<file path="config.mk">
export PLATFORM = sky130hd
export DESIGN_NAME = sic_ctrl
export DESIGN_NICKNAME = d
export VERILOG_FILES = /design/src/rtl/sic_pkg.sv /design/src/rtl/sic_sense.sv /design/src/rtl/sic_route.sv /design/src/rtl/sic_regs.sv /design/src/rtl/sic_ctrl.sv
export SDC_FILE = /design/constraint.sdc
export NUM_CORES = 1
export LEC_CHECK = 0
export BUFFER_PORTS_ARGS = -buffer_cell sky130_fd_sc_hd__buf_2
export CORE_MARGIN = 2
export CORE_UTILIZATION = 45
export DETAILED_ROUTE_END_ITERATION = 10
export GPL_TIMING_DRIVEN = 0
export MAX_ROUTING_LAYER = met4
export PLACE_DENSITY = 0.71
export SYNTH_ARGS = -nofsm -noshare
export SYNTH_HDL_FRONTEND = slang
export SYNTH_SLANG_ARGS = --single-unit
</file>
<file path="constraint.sdc">
create_clock -name clk -period 1.8 [get_ports clk]
set_input_delay 0.36 -clock clk [delete_from_list [all_inputs] [get_ports clk]]
set_output_delay 0.36 -clock clk [all_outputs]
set_load 0.05 [all_outputs]
</file>
<file path="src/rtl/sic_pkg.sv">
package sic_pkg;

    typedef enum logic [3:0] {
        RG_CFG   = 4'd0,
        RG_POL   = 4'd1,
        RG_TRIG  = 4'd2,
        RG_DUAL  = 4'd3,
        RG_MSET  = 4'd4,
        RG_MCLR  = 4'd5,
        RG_PEND  = 4'd6,
        RG_MPEND = 4'd7,
        RG_WEDGE = 4'd8,
        RG_PIN   = 4'd9,
        RG_CORE  = 4'd10
    } region_e;

    typedef enum logic {
        BUS_IDLE,
        BUS_RESP
    } bus_state_e;

    localparam int WEDGE_SET_BIT = 31;
    localparam int PIN_VALID_BIT = 31;
    localparam int CFG_CORE_LSB  = 8;

endpackage

</file>
<file path="src/rtl/sic_sense.sv">
module sic_sense #(
    parameter int N = 32
) (
    input  logic         clk,
    input  logic         rst_n,
    input  logic [N-1:0] src_in,
    input  logic [N-1:0] pol,
    input  logic [N-1:0] trig,
    input  logic [N-1:0] dual,
    input  logic [N-1:0] wset_vec,
    input  logic [N-1:0] wclr_vec,
    output logic [N-1:0] pend
);

    for (genvar s = 0; s < N; s++) begin : g_src
        logic sync1, sync2, sync3, latch_q;
        logic rise, fall, det;

        always_comb begin
            rise = sync2 & ~sync3;
            fall = ~sync2 & sync3;
            det  = dual[s] ? (rise | fall) : (pol[s] ? rise : fall);
        end

        always_ff @(posedge clk or negedge rst_n) begin
            if (!rst_n) begin
                sync1   <= 1'b0;
                sync2   <= 1'b0;
                sync3   <= 1'b0;
                latch_q <= 1'b0;
            end else begin
                sync1   <= src_in[s];
                sync2   <= sync1;
                sync3   <= sync2;
                // a fresh edge or a wedge set outranks a wedge clear
                latch_q <= (latch_q & ~wclr_vec[s]) | wset_vec[s] | (trig[s] & det);
            end
        end

        assign pend[s] = trig[s] ? latch_q : ~(src_in[s] ^ pol[s]);
    end

endmodule

</file>
<file path="src/rtl/sic_route.sv">
module sic_route #(
    parameter int N      = 32,
    parameter int CORES  = 4,
    parameter int CORE_W = $clog2(CORES)
) (
    input  logic                         clk,
    input  logic                         rst_n,
    input  logic [N-1:0]                 pend,
    input  logic [N-1:0]                 mask,
    input  logic [N-1:0]                 pin_valid,
    input  logic [N-1:0][CORE_W-1:0]     core_idx,
    output logic [CORES-1:0]             core_irq
);

    logic [N-1:0]     live;
    logic [CORES-1:0] irq_d;

    assign live = pend & mask & pin_valid;

    for (genvar c = 0; c < CORES; c++) begin : g_core
        logic [N-1:0] hit;
        always_comb begin
            for (int s = 0; s < N; s++) begin
                hit[s] = live[s] && (core_idx[s] == CORE_W'(c));
            end
        end
        assign irq_d[c] = |hit;
    end

    always_ff @(posedge clk or negedge rst_n) begin
        if (!rst_n) core_irq <= '0;
        else        core_irq <= irq_d;
    end

endmodule

</file>
<file path="src/rtl/sic_regs.sv">
module sic_regs
    import sic_pkg::*;
#(
    parameter int N      = 32,
    parameter int CORES  = 4,
    parameter int PIN_W  = 6,
    parameter int CORE_W = $clog2(CORES)
) (
    input  logic                     clk,
    input  logic                     rst_n,
    input  logic                     bus_req,
    input  logic                     bus_we,
    input  logic [13:0]              bus_waddr,
    input  logic [31:0]              bus_wdata,
    output logic [31:0]              bus_rdata,
    output logic                     bus_rvalid,
    input  logic [N-1:0]             pend,
    output logic [N-1:0]             pol,
    output logic [N-1:0]             trig,
    output logic [N-1:0]             dual,
    output logic [N-1:0]             mask,
    output logic [N-1:0]             pin_valid,
    output logic [N-1:0][CORE_W-1:0] core_idx,
    output logic [N-1:0]             wset_vec,
    output logic [N-1:0]             wclr_vec
);

    localparam int NW    = N / 32;
    localparam int SRC_W = $clog2(N);
    localparam int IDX_W = 10;

    region_e            region;
    logic [IDX_W-1:0]   idx;
    logic [SRC_W-1:0]   idx_src;
    logic               idx_ok;
    logic               wr, rd;
    logic [SRC_W-1:0]   wsrc;
    logic               wsrc_ok;
    logic [CORE_W-1:0]  low_core;
    logic [31:0]        rd_word;
    logic [N-1:0][PIN_W-1:0] pin_num_q;
    bus_state_e         st_q, st_d;

    assign region  = region_e'(bus_waddr[13:10]);
    assign idx     = bus_waddr[IDX_W-1:0];
    assign idx_src = idx[SRC_W-1:0];
    assign idx_ok  = int'(idx) < N;
    assign wr      = bus_req & bus_we;
    assign rd      = bus_req & ~bus_we;
    assign wsrc    = bus_wdata[SRC_W-1:0];
    assign wsrc_ok = int'(wsrc) < N;

    function automatic logic [CORE_W-1:0] first_core(input logic [CORES-1:0] v);
        first_core = '0;
        for (int c = CORES - 1; c >= 0; c--) begin
            if (v[c]) first_core = CORE_W'(c);
        end
    endfunction

    assign low_core = first_core(bus_wdata[CORES-1:0]);

    // wedge strobes, one cycle wide, applied by the sense stage
    always_comb begin
        wset_vec = '0;
        wclr_vec = '0;
        if (wr && region == RG_WEDGE && wsrc_ok) begin
            if (bus_wdata[WEDGE_SET_BIT]) wset_vec[wsrc] = 1'b1;
            else                          wclr_vec[wsrc] = 1'b1;
        end
    end

    // configuration storage
    always_ff @(posedge clk or negedge rst_n) begin
        if (!rst_n) begin
            pol       <= '1;
            trig      <= '0;
            dual      <= '0;
            mask      <= '0;
            pin_valid <= '0;
            pin_num_q <= '0;
            core_idx  <= '0;
        end else if (wr) begin
            case (region)
                RG_POL:  for (int w = 0; w < NW; w++)
                             if (idx == IDX_W'(w)) pol[w*32 +: 32] <= bus_wdata;
                RG_TRIG: for (int w = 0; w < NW; w++)
                             if (idx == IDX_W'(w)) trig[w*32 +: 32] <= bus_wdata;
                RG_DUAL: for (int w = 0; w < NW; w++)
                             if (idx == IDX_W'(w)) dual[w*32 +: 32] <= bus_wdata;
                RG_MSET: for (int w = 0; w < NW; w++)
                             if (idx == IDX_W'(w))
                                 mask[w*32 +: 32] <= mask[w*32 +: 32] | bus_wdata;
                RG_MCLR: for (int w = 0; w < NW; w++)
                             if (idx == IDX_W'(w))
                                 mask[w*32 +: 32] <= mask[w*32 +: 32] & ~bus_wdata;
                RG_PIN: if (idx_ok) begin
                    pin_valid[idx_src] <= bus_wdata[PIN_VALID_BIT];
                    pin_num_q[idx_src] <= bus_wdata[PIN_W-1:0];
                end
                RG_CORE: if (idx_ok && (|bus_wdata[CORES-1:0])) begin
                    core_idx[idx_src] <= low_core;
                end
                default: ;
            endcase
        end
    end

    // read multiplexer
    always_comb begin
        rd_word = '0;
        case (region)
            RG_CFG: begin
                rd_word[7:0] = 8'(N / 8 - 1);
                rd_word[CFG_CORE_LSB +: 8] = 8'(CORES - 1);
            end
            RG_POL:   for (int w = 0; w < NW; w++)
                          if (idx == IDX_W'(w)) rd_word = pol[w*32 +: 32];
            RG_TRIG:  for (int w = 0; w < NW; w++)
                          if (idx == IDX_W'(w)) rd_word = trig[w*32 +: 32];
            RG_DUAL:  for (int w = 0; w < NW; w++)
                          if (idx == IDX_W'(w)) rd_word = dual[w*32 +: 32];
            RG_MSET, RG_MCLR: for (int w = 0; w < NW; w++)
                          if (idx == IDX_W'(w)) rd_word = mask[w*32 +: 32];
            RG_PEND:  for (int w = 0; w < NW; w++)
                          if (idx == IDX_W'(w)) rd_word = pend[w*32 +: 32];
            RG_MPEND: for (int w = 0; w < NW; w++)
                          if (idx == IDX_W'(w))
                              rd_word = pend[w*32 +: 32] & mask[w*32 +: 32];
            RG_PIN: if (idx_ok) begin
                rd_word[PIN_VALID_BIT] = pin_valid[idx_src];
                rd_word[PIN_W-1:0]     = pin_num_q[idx_src];
            end
            RG_CORE: if (idx_ok) begin
                rd_word[CORES-1:0] = CORES'(1) << core_idx[idx_src];
            end
            default: ;
        endcase
    end

    // bus response state machine: state register
    always_ff @(posedge clk or negedge rst_n) begin
        if (!rst_n) st_q <= BUS_IDLE;
        else        st_q <= st_d;
    end

    // next state
    always_comb begin
        st_d = st_q;
        unique case (st_q)
            BUS_IDLE: st_d = rd ? BUS_RESP : BUS_IDLE;
            BUS_RESP: st_d = rd ? BUS_RESP : BUS_IDLE;
            default:  st_d = BUS_IDLE;
        endcase
    end

    // outputs
    always_ff @(posedge clk or negedge rst_n) begin
        if (!rst_n)  bus_rdata <= '0;
        else if (rd) bus_rdata <= rd_word;
    end

    assign bus_rvalid = (st_q == BUS_RESP);

endmodule

</file>
<file path="src/rtl/sic_ctrl.sv">
module sic_ctrl #(
    parameter int N     = 32,
    parameter int CORES = 4,
    parameter int PIN_W = 6
) (
    input  logic             clk,
    input  logic             rst_n,
    input  logic [N-1:0]     src_in,
    input  logic             bus_req,
    input  logic             bus_we,
    input  logic [13:0]      bus_waddr,
    input  logic [31:0]      bus_wdata,
    output logic [31:0]      bus_rdata,
    output logic             bus_rvalid,
    output logic [CORES-1:0] core_irq
);

    localparam int CORE_W = $clog2(CORES);

    logic [N-1:0]             pend_w, pol_w, trig_w, dual_w, mask_w, pin_valid_w;
    logic [N-1:0]             wset_w, wclr_w;
    logic [N-1:0][CORE_W-1:0] core_idx_w;

    sic_regs #(.N(N), .CORES(CORES), .PIN_W(PIN_W), .CORE_W(CORE_W)) u_regs (
        .clk        (clk),
        .rst_n      (rst_n),
        .bus_req    (bus_req),
        .bus_we     (bus_we),
        .bus_waddr  (bus_waddr),
        .bus_wdata  (bus_wdata),
        .bus_rdata  (bus_rdata),
        .bus_rvalid (bus_rvalid),
        .pend       (pend_w),
        .pol        (pol_w),
        .trig       (trig_w),
        .dual       (dual_w),
        .mask       (mask_w),
        .pin_valid  (pin_valid_w),
        .core_idx   (core_idx_w),
        .wset_vec   (wset_w),
        .wclr_vec   (wclr_w)
    );

    sic_sense #(.N(N)) u_sense (
        .clk      (clk),
        .rst_n    (rst_n),
        .src_in   (src_in),
        .pol      (pol_w),
        .trig     (trig_w),
        .dual     (dual_w),
        .wset_vec (wset_w),
        .wclr_vec (wclr_w),
        .pend     (pend_w)
    );

    sic_route #(.N(N), .CORES(CORES), .CORE_W(CORE_W)) u_route (
        .clk       (clk),
        .rst_n     (rst_n),
        .pend      (pend_w),
        .mask      (mask_w),
        .pin_valid (pin_valid_w),
        .core_idx  (core_idx_w),
        .core_irq  (core_irq)
    );

endmodule

</file>
# Word level (Yosys, flattened, before mapping)
# Index checks and enable logic that the tools add are counted.
word_totals:
  ff_bits: 581
  input_bits: 82
  out_inout_bits: 37
  elab_cells: 1024
classes:
  n_lt_le_gt_ge: 5
  eq_ne: 108
  n_shift: 1
  mux: 139
  bitwise_logic: 392
  n_reduce_logical: 179
ops:
  columns: ["operator", "count"]
  rows:
  - ["$mux 32", 12]
  - ["$bwmux 192", 1]
  - ["$logic_and 1x1->1", 132]
  - ["$and 1x1->1", 130]
  - ["$not 1->1", 129]
  - ["$eq 2x2->1 const B", 64]
  - ["$reduce_or 32->1", 4]
  - ["$mux 1", 101]
  - ["$and 32x32->32", 3]
  - ["$or 1x1->1", 96]
  - ["$pmux 15 s6", 1]
  - ["$pmux 10 s7", 1]
  - ["$bwmux 64", 1]
  - ["$eq 2x1->1 const B", 32]
  - ["$logic_not 2->1", 32]
  - ["$pmux 32 s2", 1]
  - ["$pmux 4 s9", 1]
  - ["$bwmux 32", 1]
  - ["$not 32->32", 1]
  - ["$or 32x32->32", 1]
  - ["$xor 1x1->1", 32]
  - ["$bmux 6 s5", 1]
  - ["$demux 6 s5", 1]
  - ["$mux 6", 3]
  - ["other kinds (24)", 43]

# Longest topological paths before layout
logic_depth:
  ltp_word: 10
  depth_mapped: 10
  ltp_nobuf: 6

# Hierarchy
# Synthesis repeated with hierarchy kept, for this count alone.
hier_totals:
  cells_unflattened: 2519
  area_unflattened_um2: 29164.2
by_module_without_submodules:
  columns: ["module", "n_inst", "cells_per_inst", "area_per_inst_um2", "seq_area_each_um2"]
  rows:
  - ["sic_regs", 1, 1752, 21605.7, 11275.8]
  - ["sic_sense", 1, 544, 6206.0, 3203.1]
  - ["sic_route", 1, 223, 1352.5, 100.1]

# Worst setup path before layout
# OpenSTA, ideal clock, no wires.
synth_timing:
  path_type: "input port to flip-flop"
  from: "input port bus_waddr[1]"
  to: "register u_regs.bus_rdata[3]"
  setup_time_ns: 0.126
  arrival_time_ns: 2.163
  t_required_ns: 1.674
  slack_ns: -0.489
  stages: 8
  n_path_buf: 4
  path_cell_list: "buf_4 buf_4 buf_2 buf_2 mux4_2 a211oi_1 a31oi_1 a311o_1"
synth_via:
  elab_chain_cells: 5
  elab_cells_between_ends: 16
  classes_between: "1 x order compare; 1 x shift; 13 x mux; 1 x reduce/logical"
synth_rtl:
  columns: ["element", "line", "source"]
  rows:
  - ["start, declared", "sic_ctrl.sv:11", "input logic [13:0] bus_waddr,"]
  - ["$bmux 2 s5", "sic_regs.sv:134", "rd_word[CORES-1:0] = CORES'(1) << core_idx[idx_src];"]
  - ["$mux 2 (not written as such)", "sic_regs.sv:134", null]
  - ["$shl 1x2->4", "sic_regs.sv:134", null]
  - ["$mux 4", "sic_regs.sv:133", "RG_CORE: if (idx_ok) begin"]
  - ["$pmux 4 s9 *", "sic_regs.sv:111", "case (region)"]
  - ["end signal, assigned", "sic_regs.sv:159", "else if (rd) bus_rdata <= rd_word;"]
  - ["end, declared", "sic_regs.sv:15", "output logic [31:0] bus_rdata,"]
# Every way passes the cells marked *; elsewhere a longest branch is shown, timed or not. The select of a mux whose other input is x is not followed.
# A chain may end at the register's enable or synchronous reset.

# Worst setup path after layout
layout_timing:
  from: "register u_regs.pol[29]"
  to: "register u_route.core_irq[2]"
layout_via:
  elab_chain_cells: 7
layout_rtl:
  columns: ["element", "line", "source"]
  rows:
  - ["start, declared", "sic_regs.sv:18", "output logic [N-1:0] pol,"]
  - ["start signal, assigned by index", "sic_regs.sv:85", "if (idx == IDX_W'(w)) pol[w*32 +: 32] <= bus_wdata;"]
  - ["$xor 1x1->1", "sic_sense.sv:40", "assign pend[s] = trig[s] ? latch_q : ~(src_in[s] ^ pol[s]);"]
  - ["$not 1->1", "sic_sense.sv:40", null]
  - ["$mux 1", "sic_sense.sv:40", null]
  - ["$and 32x32->32 (2 in series)", "sic_route.sv:18", "assign live = pend & mask & pin_valid;"]
  - ["$logic_and 1x1->1", "sic_route.sv:24", "hit[s] = live[s] && (core_idx[s] == CORE_W'(c));"]
  - ["$reduce_or 32->1", "sic_route.sv:27", "assign irq_d[c] = |hit;"]
  - ["named net u_route.irq_d[2]", "sic_route.sv:16", "logic [CORES-1:0] irq_d;"]
  - ["end signal, assigned", "sic_route.sv:32", "else core_irq <= irq_d;"]
  - ["end, declared", "sic_route.sv:12", "output logic [CORES-1:0] core_irq"]
# The timed path passes the listed nets, and every way through them passes these cells.

==> summary.txt <==
Synthesis
  – Compound-Gate Fraction of Synth Area: 10.8%
  – Largest area contributor in the netlist: dfrtp_1
  – Simple-gate share of the synthesized area: about a tenth
  – Top-count cell post-synth: dfrtp_1
  – Post-Syn Instances: between 2000 and 2500
  – Largest family of logic cells by synthesized area: multiplexers
  – Yosys cell types: 80
  – Ys Warns: 0
  – Top-area cell type share of the netlist area: 47.3%
  – Top post-synthesis cells by area: dfrtp_1, mux2_2, mux2i_1, dfstp_2, ha_1
  – Post-Synth XOR/XNOR Area: less than 1%
  – Syn Area/Cell: around 12 sq um
  – Synth cell count leaders: dfrtp_1, mux2_2, nand2_1
  – Number of synthesized flops with an enable pin: 0
  – Post-synthesis sequential area ratio: ~50%
  – Yosys reg bits: approximately 580
  – Post-synth ARST share: 100%
  – Commonest register cell after synthesis: dfrtp_1
  – Synthesized-area fraction occupied by adder cells: 2.75%
  – Multiplexer area fraction after synthesis: 21.5%
  – Net count after synthesis: around 2600
  – Syn Std Cell Area: 29100 sq um

Job
  – Max_cap viols: 0

Clock tree
  – CTS tree: built
  – H-tree level count: 3
  – Clk_lat worst skew: 0.62 ns
  – CTS sink cnt: between 500 and 600
  – Clock Tree Buf Depth: 3
  – Post-CTS Hold Fix Bufs: about 50
  – Clock root buffer: clkbuf_16
  – Clock buffer count from CTS: 66
  – CTS clk-pin slew, worst paths: about 0.06 ns

Placement
  – Routability cong.: 0.992
  – HPWL after DPL: between 70000 and 80000 microns
  – Port buffer count: 112
  – Dpl ws: -1.30 ns

Timing
  – Worst hold slack: -0.260 ns
  – Rel. slew slack: between 20% and 30%
  – Final Hold Vio Count: about 110
  – Setup-failing EPs final: 46
  – Slew Limit Fails: 0
  – Worst Max-Slew Pin Slew: approximately 1.1 ns
  – Final min period: approximately 2.2 ns
  – Fmax: 460 MHz
  – Tcrit/Tclk final: 121%
  – RSZ-0062 raised after global routing: true
  – Fin worst setup slack: -0.375 ns
  – Final clock skew: approximately 0.030 ns
  – TNS Setup: -3.69 ns

Pwr
  – Max VDD drop: approximately 760 uV
  – P_leak: 16.7 nW
  – Pwr per Cell Area: a little under 800 nW/um^2

Setup path
  – CP Cell Sequence: xor2_2 -> a211o_1 -> o2bb2a_1 -> o211ai_1 -> nor4_4 -> nand4_1
  – Top Family by Delay on Critical Path: simple AND/OR/NAND/NOR gates
  – Critical Path Start Type: register
  – Critical Path RT: about 2.2 ns
  – CP Capture Type: register
  – Slowest CP cell: dfstp_2
  – Worst Path Buf+Inv: 0
  – Worst path max stage delay: 0.59 ns
  – CP max FO: 4
  – Critical setup path kind: reg -> reg
  – Worst endpoint data arrival time: 2.58 ns

Die
  – I/O pin cnt: between 100 and 150
  – DIE HEIGHT: between 200 and 300 microns
  – Die width: between 200 and 300 microns
  – Die area: approximately 67000 sq um
  – FP Rows: slightly above 90
  – Core area: ~64000 sq um
  – Initial Util: about 45%

Global routing
  – Vias in the first global route: roughly 24000
  – Largest net degree at the start of global routing: roughly 130
  – GRT Total Usage: about a third
  – First-pass GRT wire length: ~160000 microns
  – Initial antenna violation count: 2
  – Gr ovfl total: 0

Route
  – Antenna viol nets, final: 0
  – DR iter-0 viols: around 2700
  – Pre-Repair DR Iteration Count: 5
  – Per-cell routed wire length: about 29 microns
  – Via count: about 23000
  – Vias per inst: 6.23
  – # DRC: 0
  – Aggregate routed wire length: about 110000 microns

Final layout
  – Layout cells sized above 1: 38.3%
  – Layout Nets: ~2900
  – Filler cell count: about 5100
  – Area growth from synthesis to layout: 27.5%

Outcome
  – Outcome: finished, violations left
  – Failing checks: negative hold slack, negative setup slack

Worst hold path
  – HP Class: in -> async
timing repair:
action,in CTS,in global routing
hold endpoints to repair,157,105
buffers inserted,80,18
resized for setup,176,83
endpoints found under the setup margin,458,383
pin swaps,65,30
cell families (layout without fill, tap and decap cells):
logic type / Yosys count / count (layout)
compound gates: 456 / 456
mux: 538 / 538
fa+ha+maj: 64 / 64
buf+inv: 231 / 605
flops: 581 / 581
simple gates: 543 / 543
other cells: 0 / 3
xor+xnor: 32 / 32
per-stage QoR:
| stage | cell area, sq um | power, mW | std cells | utilization (%) |
|---|---|---|---|---|
| final | 37100 | 28.6 | 3677 | 57.8 |
| after global routing | 37100 | 29.4 | 3676 | 57.8 |
| after CTS | 36600 | 28.6 | 3659 | 57.1 |
| after detailed placement | 32300 | 15.2 | 3417 | 50.4 |
| after global placement | 32200 | 15.1 | 3412 | 50.2 |
| after floorplan | 30500 | 14.3 | 2445 | - |
placed cells by master (no fill, tap or decap), types with 49 or more instances in the layout:
cell / synthesis / layout
dfrtp_1: 549 / 533
mux2_4: 0 / 256
nand2_1: 192 / 186
mux2_2: 402 / 148
buf_2: 29 / 113
mux2i_1: 104 / 95
inv_1: 92 / 92
buf_4: 18 / 79
o21ai_0: 91 / 73
clkbuf_16: 0 / 68
ha_1: 64 / 64
nor2_1: 69 / 59
clkbuf_1: 78 / 57
dlygate4sd3_1: 0 / 51
a22oi_1: 51 / 49
path summary, 6_finish.rpt:
| path | slack (ns) | startpoint | to | cells after the start |
|---|---|---|---|---|
| max | -0.38 | u_regs.pol[29]$_DFFE_PN1P_ | u_route.core_irq[2]$_DFF_PN0_ | 6 |
| min | -0.26 | rst_n | u_sense.g_src[10].sync3$_DFF_PN0_ | 1 |
| max reg2reg | -0.38 | u_regs.pol[29]$_DFFE_PN1P_ | u_route.core_irq[2]$_DFF_PN0_ | 6 |
| min reg2reg | 0.33 | u_sense.g_src[1].sync1$_DFF_PN0_ | u_sense.g_src[1].sync2$_DFF_PN0_ | 0 |
| max in group asynchronous | 0.49 | rst_n | u_sense.g_src[27].sync3$_DFF_PN0_ | 3 |
| min in group clk | 0.03 | bus_wdata[6] | register | 2 |
state kept, by name (all words and copies together) (netlist names), named ones only:
signal and count:
u_regs.bus_rdata 32, u_regs.bus_rvalid 1, u_regs.core_idx 64, u_regs.dual 32, u_regs.pin_num_q 192, u_regs.pin_valid 32
u_regs.pol 32, u_regs.trig 32, u_route.core_irq 4, u_sense.g_src.latch_q 32, u_sense.g_src.sync1 32, u_sense.g_src.sync2 32
u_sense.g_src.sync3 32
worst register-to-register path: stages, from the launching register on:
cell      delay (ns)
dfstp_2         0.59
xor2_2          0.19
a211o_1         0.27
o2bb2a_1        0.17
o211ai_1        0.12
nor4_4          0.34
nand4_1         0.29
power by group:
group          internal [mW]  total, mW  switching [mW]
combinational          0.590       1.89            1.31
clock                   7.85       13.4            5.59
sequential              13.2       13.3          0.0818
total                   21.6       28.6            6.97
area by class of cell:
class	count	area, sq um	share of cell area (%)
Antenna cell	3	7.51	0.0203
Buffer	132	1030	2.79
Clock buffer	100	1960	5.29
Clock inverter	16	181	0.489
Inverter	92	345	0.932
Multi-Input combinational cell	1633	15600	42.0
Sequential cell	581	14600	39.4
Tap cell	855	1070	2.89
Timing Repair Buffer	265	2310	6.23
routing by layer:
metal / wire length [microns] / global-route usage, % / share of wire (%)
met1: 42000 / 40.5 / 39
met2: 49200 / 50.4 / 46
met3: 9190 / 7.59 / 8.6
met4: 6630 / 17.7 / 6.2
met5: 0 / - / 0
Note: power is estimated with default switching activity, not from simulation.
